**config.mk**
```make
export PLATFORM = sky130hd
export DESIGN_NAME = silent_pair_predictor
export DESIGN_NICKNAME = d
export VERILOG_FILES = /design/src/rtl/spp_pkg.sv /design/src/rtl/spp_pc_split.sv /design/src/rtl/spp_conf_step.sv /design/src/rtl/silent_pair_predictor.sv
export SDC_FILE = /design/constraint.sdc
export NUM_CORES = 2
export LEC_CHECK = 0
export BUFFER_PORTS_ARGS = -buffer_cell sky130_fd_sc_hd__buf_4
export CORE_ASPECT_RATIO = 0.7
export CORE_MARGIN = 4
export CORE_UTILIZATION = 55
export DETAILED_ROUTE_END_ITERATION = 6
export PLACE_DENSITY = 0.82
export SLEW_MARGIN = 0
export SYNTH_ARGS = -nofsm -noshare
export SYNTH_HDL_FRONTEND = slang
export SYNTH_SLANG_ARGS = --single-unit
```
**constraint.sdc**
```tcl
create_clock -name clk -period 6.46 [get_ports clk]
set_input_delay 0 -clock clk [delete_from_list [all_inputs] [get_ports clk]]
set_output_delay 0 -clock clk [all_outputs]
set_load 0.1 [all_outputs]
```
**src/rtl/spp_pkg.sv**
```systemverilog
package spp_pkg;
    typedef enum logic [1:0] {
        W_IDLE  = 2'd0,
        W_TRAIN = 2'd1,
        W_SPEC  = 2'd2
    } watch_e;
endpackage

```
**src/rtl/spp_pc_split.sv**
```systemverilog
module spp_pc_split #(
    parameter int PC_W  = 32,
    parameter int IDX_W = 5,
    parameter int TAG_W = 25
) (
    input  logic [PC_W-1:0]  pc_i,
    output logic [IDX_W-1:0] idx_o,
    output logic [TAG_W-1:0] tag_o
);
    // instructions are word aligned: bits [1:0] carry no information
    assign idx_o = pc_i[2 +: IDX_W];
    assign tag_o = pc_i[PC_W-1 -: TAG_W];
endmodule

```
**src/rtl/spp_conf_step.sv**
```systemverilog
module spp_conf_step #(
    parameter int CONF_W = 2
) (
    input  logic [CONF_W-1:0] conf_i,
    input  logic              up_i,
    output logic [CONF_W-1:0] conf_o
);
    localparam logic [CONF_W-1:0] CMAX = {CONF_W{1'b1}};

    always_comb begin
        if (up_i) begin
            conf_o = (conf_i == CMAX) ? conf_i : conf_i + 1'b1;
        end else begin
            conf_o = (conf_i == '0) ? conf_i : conf_i - 1'b1;
        end
    end
endmodule

```
**src/rtl/silent_pair_predictor.sv**
```systemverilog
module silent_pair_predictor #(
    parameter int PC_W        = 32,
    parameter int ADDR_W      = 32,
    parameter int DATA_W      = 32,
    parameter int ENTRIES     = 32,
    parameter int CONF_W      = 2,
    parameter int CONF_THRESH = 2
) (
    input  logic              clk,
    input  logic              rst_n,
    input  logic              st_valid,
    input  logic [PC_W-1:0]   st_pc,
    input  logic [ADDR_W-1:0] st_addr,
    input  logic [DATA_W-1:0] st_data,
    input  logic [DATA_W-1:0] st_old,
    input  logic              lock_held,
    output logic              elide_start,
    output logic              pair_valid,
    output logic              pair_fail
);
    import spp_pkg::*;

    localparam int IDX_W = $clog2(ENTRIES);
    localparam int TAG_W = PC_W - IDX_W - 2;
    localparam logic [CONF_W-1:0] THRESH = CONF_W'(CONF_THRESH);

    typedef struct packed {
        logic [ENTRIES-1:0]             vld;
        logic [ENTRIES-1:0][TAG_W-1:0]  tag;
        logic [ENTRIES-1:0][CONF_W-1:0] conf;
        watch_e                         mode;
        logic [IDX_W-1:0]               widx;
        logic [ADDR_W-1:0]              waddr;
        logic [DATA_W-1:0]              wdata;
        logic                           start;
        logic                           valid;
        logic                           fail;
    } state_t;

    state_t s_d, s_q;

    logic [IDX_W-1:0]  idx;
    logic [TAG_W-1:0]  tag;
    logic [CONF_W-1:0] conf_next;
    logic              restore;

    spp_pc_split #(.PC_W(PC_W), .IDX_W(IDX_W), .TAG_W(TAG_W)) u_split (
        .pc_i  (st_pc),
        .idx_o (idx),
        .tag_o (tag)
    );

    assign restore = (st_data == s_q.wdata);

    spp_conf_step #(.CONF_W(CONF_W)) u_step (
        .conf_i (s_q.conf[s_q.widx]),
        .up_i   (restore),
        .conf_o (conf_next)
    );

    always_comb begin
        s_d       = s_q;
        s_d.start = 1'b0;
        s_d.valid = 1'b0;
        s_d.fail  = 1'b0;
        if (st_valid) begin
            if (s_q.mode != W_IDLE && st_addr == s_q.waddr) begin
                // closing store of the watched pair
                s_d.conf[s_q.widx] = conf_next;
                if (s_q.mode == W_SPEC) begin
                    s_d.valid = restore;
                    s_d.fail  = !restore;
                end
                s_d.mode = W_IDLE;
            end else if (s_q.mode == W_IDLE && !lock_held) begin
                s_d.widx  = idx;
                s_d.waddr = st_addr;
                s_d.wdata = st_old;
                if (!(s_q.vld[idx] && s_q.tag[idx] == tag)) begin
                    s_d.vld[idx]  = 1'b1;
                    s_d.tag[idx]  = tag;
                    s_d.conf[idx] = '0;
                    s_d.mode      = W_TRAIN;
                end else if (s_q.conf[idx] >= THRESH) begin
                    s_d.mode  = W_SPEC;
                    s_d.start = 1'b1;
                end else begin
                    s_d.mode = W_TRAIN;
                end
            end
        end
    end

    always_ff @(posedge clk or negedge rst_n) begin
        if (!rst_n) begin
            s_q <= '0;
        end else begin
            s_q <= s_d;
        end
    end

    assign elide_start = s_q.start;
    assign pair_valid  = s_q.valid;
    assign pair_fail   = s_q.fail;

    assert_excl_R11: assert property (@(posedge clk) disable iff (!rst_n)
        $onehot0({elide_start, pair_valid, pair_fail}));

    assert_start_gate_R5: assert property (@(posedge clk) disable iff (!rst_n)
        elide_start |-> $past(st_valid && !lock_held));

    assert_start_spec_R4: assert property (@(posedge clk) disable iff (!rst_n)
        elide_start |-> s_q.mode == W_SPEC);

    assert_end_idle_R6: assert property (@(posedge clk) disable iff (!rst_n)
        (pair_valid || pair_fail) |-> s_q.mode == W_IDLE);

    assert_single_watch_R8: assert property (@(posedge clk) disable iff (!rst_n)
        elide_start |=> !elide_start);

    assert_close_needs_store_R7: assert property (@(posedge clk) disable iff (!rst_n)
        (pair_valid || pair_fail) |-> $past(st_valid));
endmodule

```
Word level (Yosys, flattened, before mapping)
Cells that the tools add are included.
{ "totals": {"register_bits": 970, "inputBits": 132, "output_inout_bits": 3, "elab_cells": 137} }
{ "op_classes": {"addsub": 2, "order_cmp": 5, "eq_ne": 6, "muxes": 32, "n_bitwise": 5, "reduce_logical": 15} }
{ "op_table": {"columns": ["operator", "count"], "rows": [
  ["800-bit bitwise mux", 1],
  ["136-bit 2-to-1 mux", 1],
  ["25-bit binary-select mux with 5-bit select", 1],
  ["25-bit demux with 5-bit select", 1],
  ["66-bit 2-to-1 mux", 1],
  ["64-bit bitwise AND", 1],
  ["64-bit bitwise mux", 1],
  ["32-bit == test", 2],
  ["64-bit 2-to-1 mux", 1],
  ["64-bit inverter", 1],
  ["25-bit 2-to-1 mux", 2],
  ["32-bit bitwise OR", 1],
  ["25-bit == test", 1],
  ["2-bit 2-to-1 mux", 11],
  ["2-bit binary-select mux with 5-bit select", 2],
  ["2-bit demux with 5-bit select", 2],
  ["5-bit by 6-bit < comparator with 1-bit output, second input constant", 2],
  ["5-bit by 1-bit greater-or-equal comparator with 1-bit output, second input constant", 2],
  ["3-bit AND reduction", 2],
  ["1-bit binary-select mux with 5-bit select", 1],
  ["1-bit demux with 5-bit select", 1],
  ["1-bit logical AND", 5],
  ["1-bit 2-to-1 mux", 5],
  ["2-bit == test, second input constant", 2],
  ["11 further kinds", 15]
]} }

Depth between registers and ports, before layout
{ "depth": {"word_depth": 10, "depth_mapped": 17} }

Hierarchy
A second synthesis with hierarchy kept.
{ "hier_totals": {"hier_cells": 3635, "hier_area_um2": 46856.2} }
{ "modules_own_cells": {"columns": ["mod", "instances", "cells_per_inst", "area_each_um2"], "rows": [
  ["silent_pair_predictor", 1, 3602, 46604.7],
  ["spp_pc_split", 1, 30, 225.2],
  ["spp_conf_step", 1, 3, 26.3]
]} }

Worst setup path before layout
No wires, ideal clock.
{ "synth_path": {"path_kind": "input to register", "startpoint": "in st_pc[3]", "endpoint": "reg s_q[528] in the netlist's numbering", "arrival_ps": 3290, "setup_slack_ps": 3042, "stages": 16, "cell_sequence": "buf_2 -> buf_6 -> buf_2 -> buf_6 -> buf_2 -> mux2i_1 -> o22ai_1 -> nor4_1 -> a21o_1 -> nand4_1 -> nor4_1 -> nand4_2 -> buf_6 -> nand4_4 -> buf_6 -> mux2_1"} }
{ "synth_via": {"elab_chain_len": 6, "word_cells_on_any_way": 14, "cone_classes": "order compare (2); eq/ne (1); mux (7); bitwise (1); reduce/logical (3)"} }
{ "synth_rtl": {"columns": ["item", "line", "source"], "rows": [
  ["start: declaration", "silent_pair_predictor.sv:12", "input logic [PC_W-1:0] st_pc,"],
  ["25-bit binary-select mux with 5-bit select", "silent_pair_predictor.sv:79", "if (!(s_q.vld[idx] && s_q.tag[idx] == tag)) begin"],
  ["25-bit 2-to-1 mux (not written as such)", "silent_pair_predictor.sv:79", null],
  ["25-bit == test", "silent_pair_predictor.sv:79", null],
  ["1-bit logical AND", "silent_pair_predictor.sv:79", null],
  ["1-bit inverter (no source line)", null, null],
  ["4-bit AND reduction (no source line)", null, null],
  ["end signal: assignment", "silent_pair_predictor.sv:96", "s_q <= '0;"],
  ["end signal: assignment", "silent_pair_predictor.sv:98", "s_q <= s_d;"],
  ["end: declaration", "silent_pair_predictor.sv:40", "state_t s_d, s_q;"]
]} }
Parallel ways exist; a longest one is shown, timed or not. The select of a mux whose other input is x is not followed.
A chain may end at the register's enable or synchronous reset.

Final worst setup path
{ "layout_path": {"startpoint": "in st_pc[4]", "endpoint": "reg s_q[589] in the netlist's numbering"} }
Same word-level chain as after synthesis.

==> metrics.md <==
| Metric | Value |
|---|---|
| Final worst-path cycle share | 0.876 |
| I/O Pins | 135 |
| Area of the multi-input gates | about 21000 sq um |
| DR WL/cell | 27.7 um |
| Sequential fraction of the synthesis area | 0.511 |
| Comb power frac | 0.167 |
| Worst min path class | primary input to async pin |
| Mux cell area share after synthesis | 0.300 |
| Simple-gate share of the synthesized area | 0.0724 |
| Distinct cells, synth | 65 |
| Synth top area cells | dfrtp_1 51%, mux2_2 10%, mux2i_1 8.4% |
| Die Wd | 359 um |
| Clk buf depth | 3 |
| Gr ovfl total | 0 |
| Nets@finish | 3921 |
| CP Data Arrival Time | 6.19 ns |
| Initial Utilization | 0.559 |
| # rows | 89 |
| DRT Wirelength | between 100000 and 150000 um |
| Synth Area in Compound Gates | 0.0585 |
| Max-cap violation count | 0 |
| Iteration-0 DRC Markers | 4062 |
| Share of cells above drive strength 1 | 0.295 |
| Post-Synth Adder-Cell Area | 0 |
| Syn Std Cell Area | 47500 sq um |
| # fillers | 5998 |
| RePlAce Congestion | 0.893 |
| Outcome | finished, final reports clean |
| GRT Total Usage | 0.298 |
| Worst Tran Pin Value | 1.21 ns |
| PnR Total Power | 15.8 mW |
| Switch Pwr | ~4.4 mW |
| Tmin final | 5.66 ns |
| Post-synthesis xor/xnor area fraction | 0.0124 |
| Startpoint Class | primary input |
| Reg-to-Reg Start | s_q[200] |
| CP endpoint kind | flop |
| Global-route wire length before repair | around 210000 um |
| Die height | ~250 um |
| Initial antenna violation count | 2 |
| Clock Latency Late Sink | 0.67 ns |
| Drt pass-1 iters | 6 |
| Leak | 26.7 nW |
| Largest net degree at the start of global routing | 165 |
| R2r setup slk | 1.64 ns |
| DR vias/cell | 6.56 |
| Final setup fails | 0 |
| CTS resizes | 0 |
| Slew Limit Headroom | 0.189 |
| TritonCTS Buffers | 88 |
| Pwr per Cell Area | a little under 300 nW/um^2 |
| F_max | 0.177 GHz |
| Vias in the first global route | 33200 |
| Top FF cell, synth | dfrtp_1 |
| Mean Syn Cell Area | 13.0 sq um |
| Critical path required time | 6.99 ns |
| Top cell type's share of synthesized area | 0.511 |
| Hold Vio Cnt, Final | 0 |
| Clock slew at reported path FFs | about 0.070 ns |
| Main combinational cell family by area after synthesis | multiplexers |
| P&R area growth vs syn | 13.1% |
| Input/output buffers | 132 |
| Worst clock skew | around 0.034 ns |
| Setup Buffers After CTS | 0 |
| Clk Tree Root Cell | clkbuf_16 |
| Pins Over Slew Limit | 0 |
| TritonCTS clock tree | done |
| VDD IR max | 0.227 mV |
| Seq cells post-synth | 970 |
| Worst R2R Path Depth | 11 |
| Worst Path Max Fanout | 33 |
| Remaining DRCs | 0 |
| Flop pwr share | 0.465 |
| Switching fraction of total power | 0.277 |
| Die ar. | slightly above 90000 sq um |
| Register area | 24300 sq um |
| Core Region | 85000 sq um |
| Reg2reg end | s_q[589] |
| Syn Inst Count | about 3600 |
| DP HPWL | slightly above 80000 um |
| Num Clock Sinks | 970 |
| Clock power share | 0.368 |
| Kind of critical path | primary input to flop |
| Cell Int Power | 11.4 mW |
| Mapped Nets | 3773 |
| Hold buffers post-CTS | 97 |
| # H-tree levels | 3 |
| Setup repair after global routing missed its margin | no |
| EDFF count, synth | 0 |
| Leading area contributor after synthesis | dfrtp_1 |
| Vias | about 33000 |
| Async SR Flop Fraction | 1.00 |
| ANT nets after route | 0 |
| Synthesis Warnings | 0 |
| Setup_tns | 0 ns |
## sequential cells by signal, summed over array words and instances, names as in the netlist
name,count
elide_start,1
pair_fail,1
pair_valid,1
s_q,967
## cell usage in the layout (no fill, tap or decap), types with 13 or more instances in the layout
| cell | instances |
|---|---|
| a21o_1 | 13 |
| buf_12 | 27 |
| buf_4 | 238 |
| bufinv_16 | 14 |
| clkbuf_1 | 13 |
| clkbuf_16 | 91 |
| clkbuf_8 | 20 |
| clkinv_2 | 13 |
| dfrtp_1 | 970 |
| dlygate4sd3_1 | 97 |
| inv_1 | 72 |
| mux2_1 | 226 |
| mux2_2 | 439 |
| mux2_4 | 135 |
| mux2i_1 | 400 |
| mux4_2 | 32 |
| nand2_1 | 323 |
| nand2b_1 | 36 |
| nand3_1 | 20 |
| nand4_1 | 19 |
| nand4_4 | 14 |
| nor2_1 | 48 |
| nor4_1 | 65 |
| o21ai_0 | 51 |
| o221ai_2 | 60 |
| o22ai_1 | 206 |
| xor2_1 | 55 |
## cell type report
cell class,instances,share of cell area
Sequential cell,970,0.452
Clock inverter,37,0.0114
Antenna cell,2,0.0000933
Clock buffer,124,0.0485
Tap cell,1137,0.0265
Timing Repair Buffer,364,0.0620
Multi-Input combinational cell,2293,0.394
Inverter,72,0.00504
## critical path: stages
cell and delay (ns):
dlygate4sd3_1 0.56, buf_4 0.39, nand4b_1 1.02, o22ai_1 0.87, nor4_1 0.17, and3_1 0.28
or4_1 0.47, nor4_2 0.58, a41oi_4 0.52, buf_4 0.36, nand3_2 0.24, buf_4 0.31
mux2_2 0.36
## cell usage after synthesis (20+ instances only)
library cell  instances
nor4_1               65
mux2_1              226
nor2_1               49
buf_4                31
buf_2                78
mux2_2              439
nand3_1              20
nand2_1             324
o221ai_2             60
mux4_2               32
mux2i_1             400
mux2_4              135
clkbuf_1            128
dfrtp_1             970
xor2_1               55
buf_6                37
nand2b_1             36
o21ai_0              51
inv_1                72
o22ai_1             206
## routing by layer
| layer | track usage | up-vias | wire [um] |
|---|---|---|---|
| met5 | 0 | - | 9 |
| met2 | 0.436 | 1828 | 59900 |
| met3 | 0.0894 | 411 | 15000 |
| met4 | 0.109 | 2 | 5360 |
| met1 | 0.424 | 17100 | 58000 |
| li1 | - | 13500 | - |
## power by group through the flow
| stage | Clock [mW] | Combinational (mW) | Sequential [mW] |
|---|---|---|---|
| floorplan | 0 | 1.88 | 7.25 |
| global placement | 0 | 2.41 | 7.37 |
| detailed placement | 0 | 2.50 | 7.41 |
| CTS | 5.84 | 2.57 | 7.31 |
| global route | 6.11 | 2.85 | 7.41 |
| finish | 5.82 | 2.64 | 7.35 |
## through the flow
| step | utilization | setup slack (ns) | instance area [sq um] | hold WS [ns] | cells |
|---|---|---|---|---|---|
| 6_report | 0.632 | 0.803 | 53700 | 0.00968 | 4999 |
| 5_1_grt | 0.632 | 0.814 | 53700 | 0.0644 | 4997 |
| 4_1_cts | 0.632 | 1.07 | 53700 | 0.0140 | 4997 |
| 3_5_place_dp | 0.582 | 0.975 | 49500 | 0.137 | 4739 |
| 3_3_place_gp | 0.582 | 1.07 | 49500 | 0.117 | 4739 |
| 2_1_floorplan | - | 3.04 | 47500 | -0.296 | 3641 |
## cell families after synthesis
kind of cell	count (synthesis)
AO/OA/AOI/OAI	364
XOR/XNOR	67
buffers and inverters	378
flip-flops	970
multiplexers	1232
AND/OR/NAND/NOR	630
## worst max path at each step
stage,startpoint,end,depth (start not counted)
3_5_place_dp,st_pc[4],s_q[600],13
5_1_grt,st_pc[6],s_q[589],13
4_1_cts,st_pc[4],s_q[589],14
3_3_place_gp,st_pc[3],s_q[601],14
6_report,st_pc[4],s_q[589],13
2_1_floorplan,st_pc[3],s_q[528],16
Power figures use the tool's default switching activity.
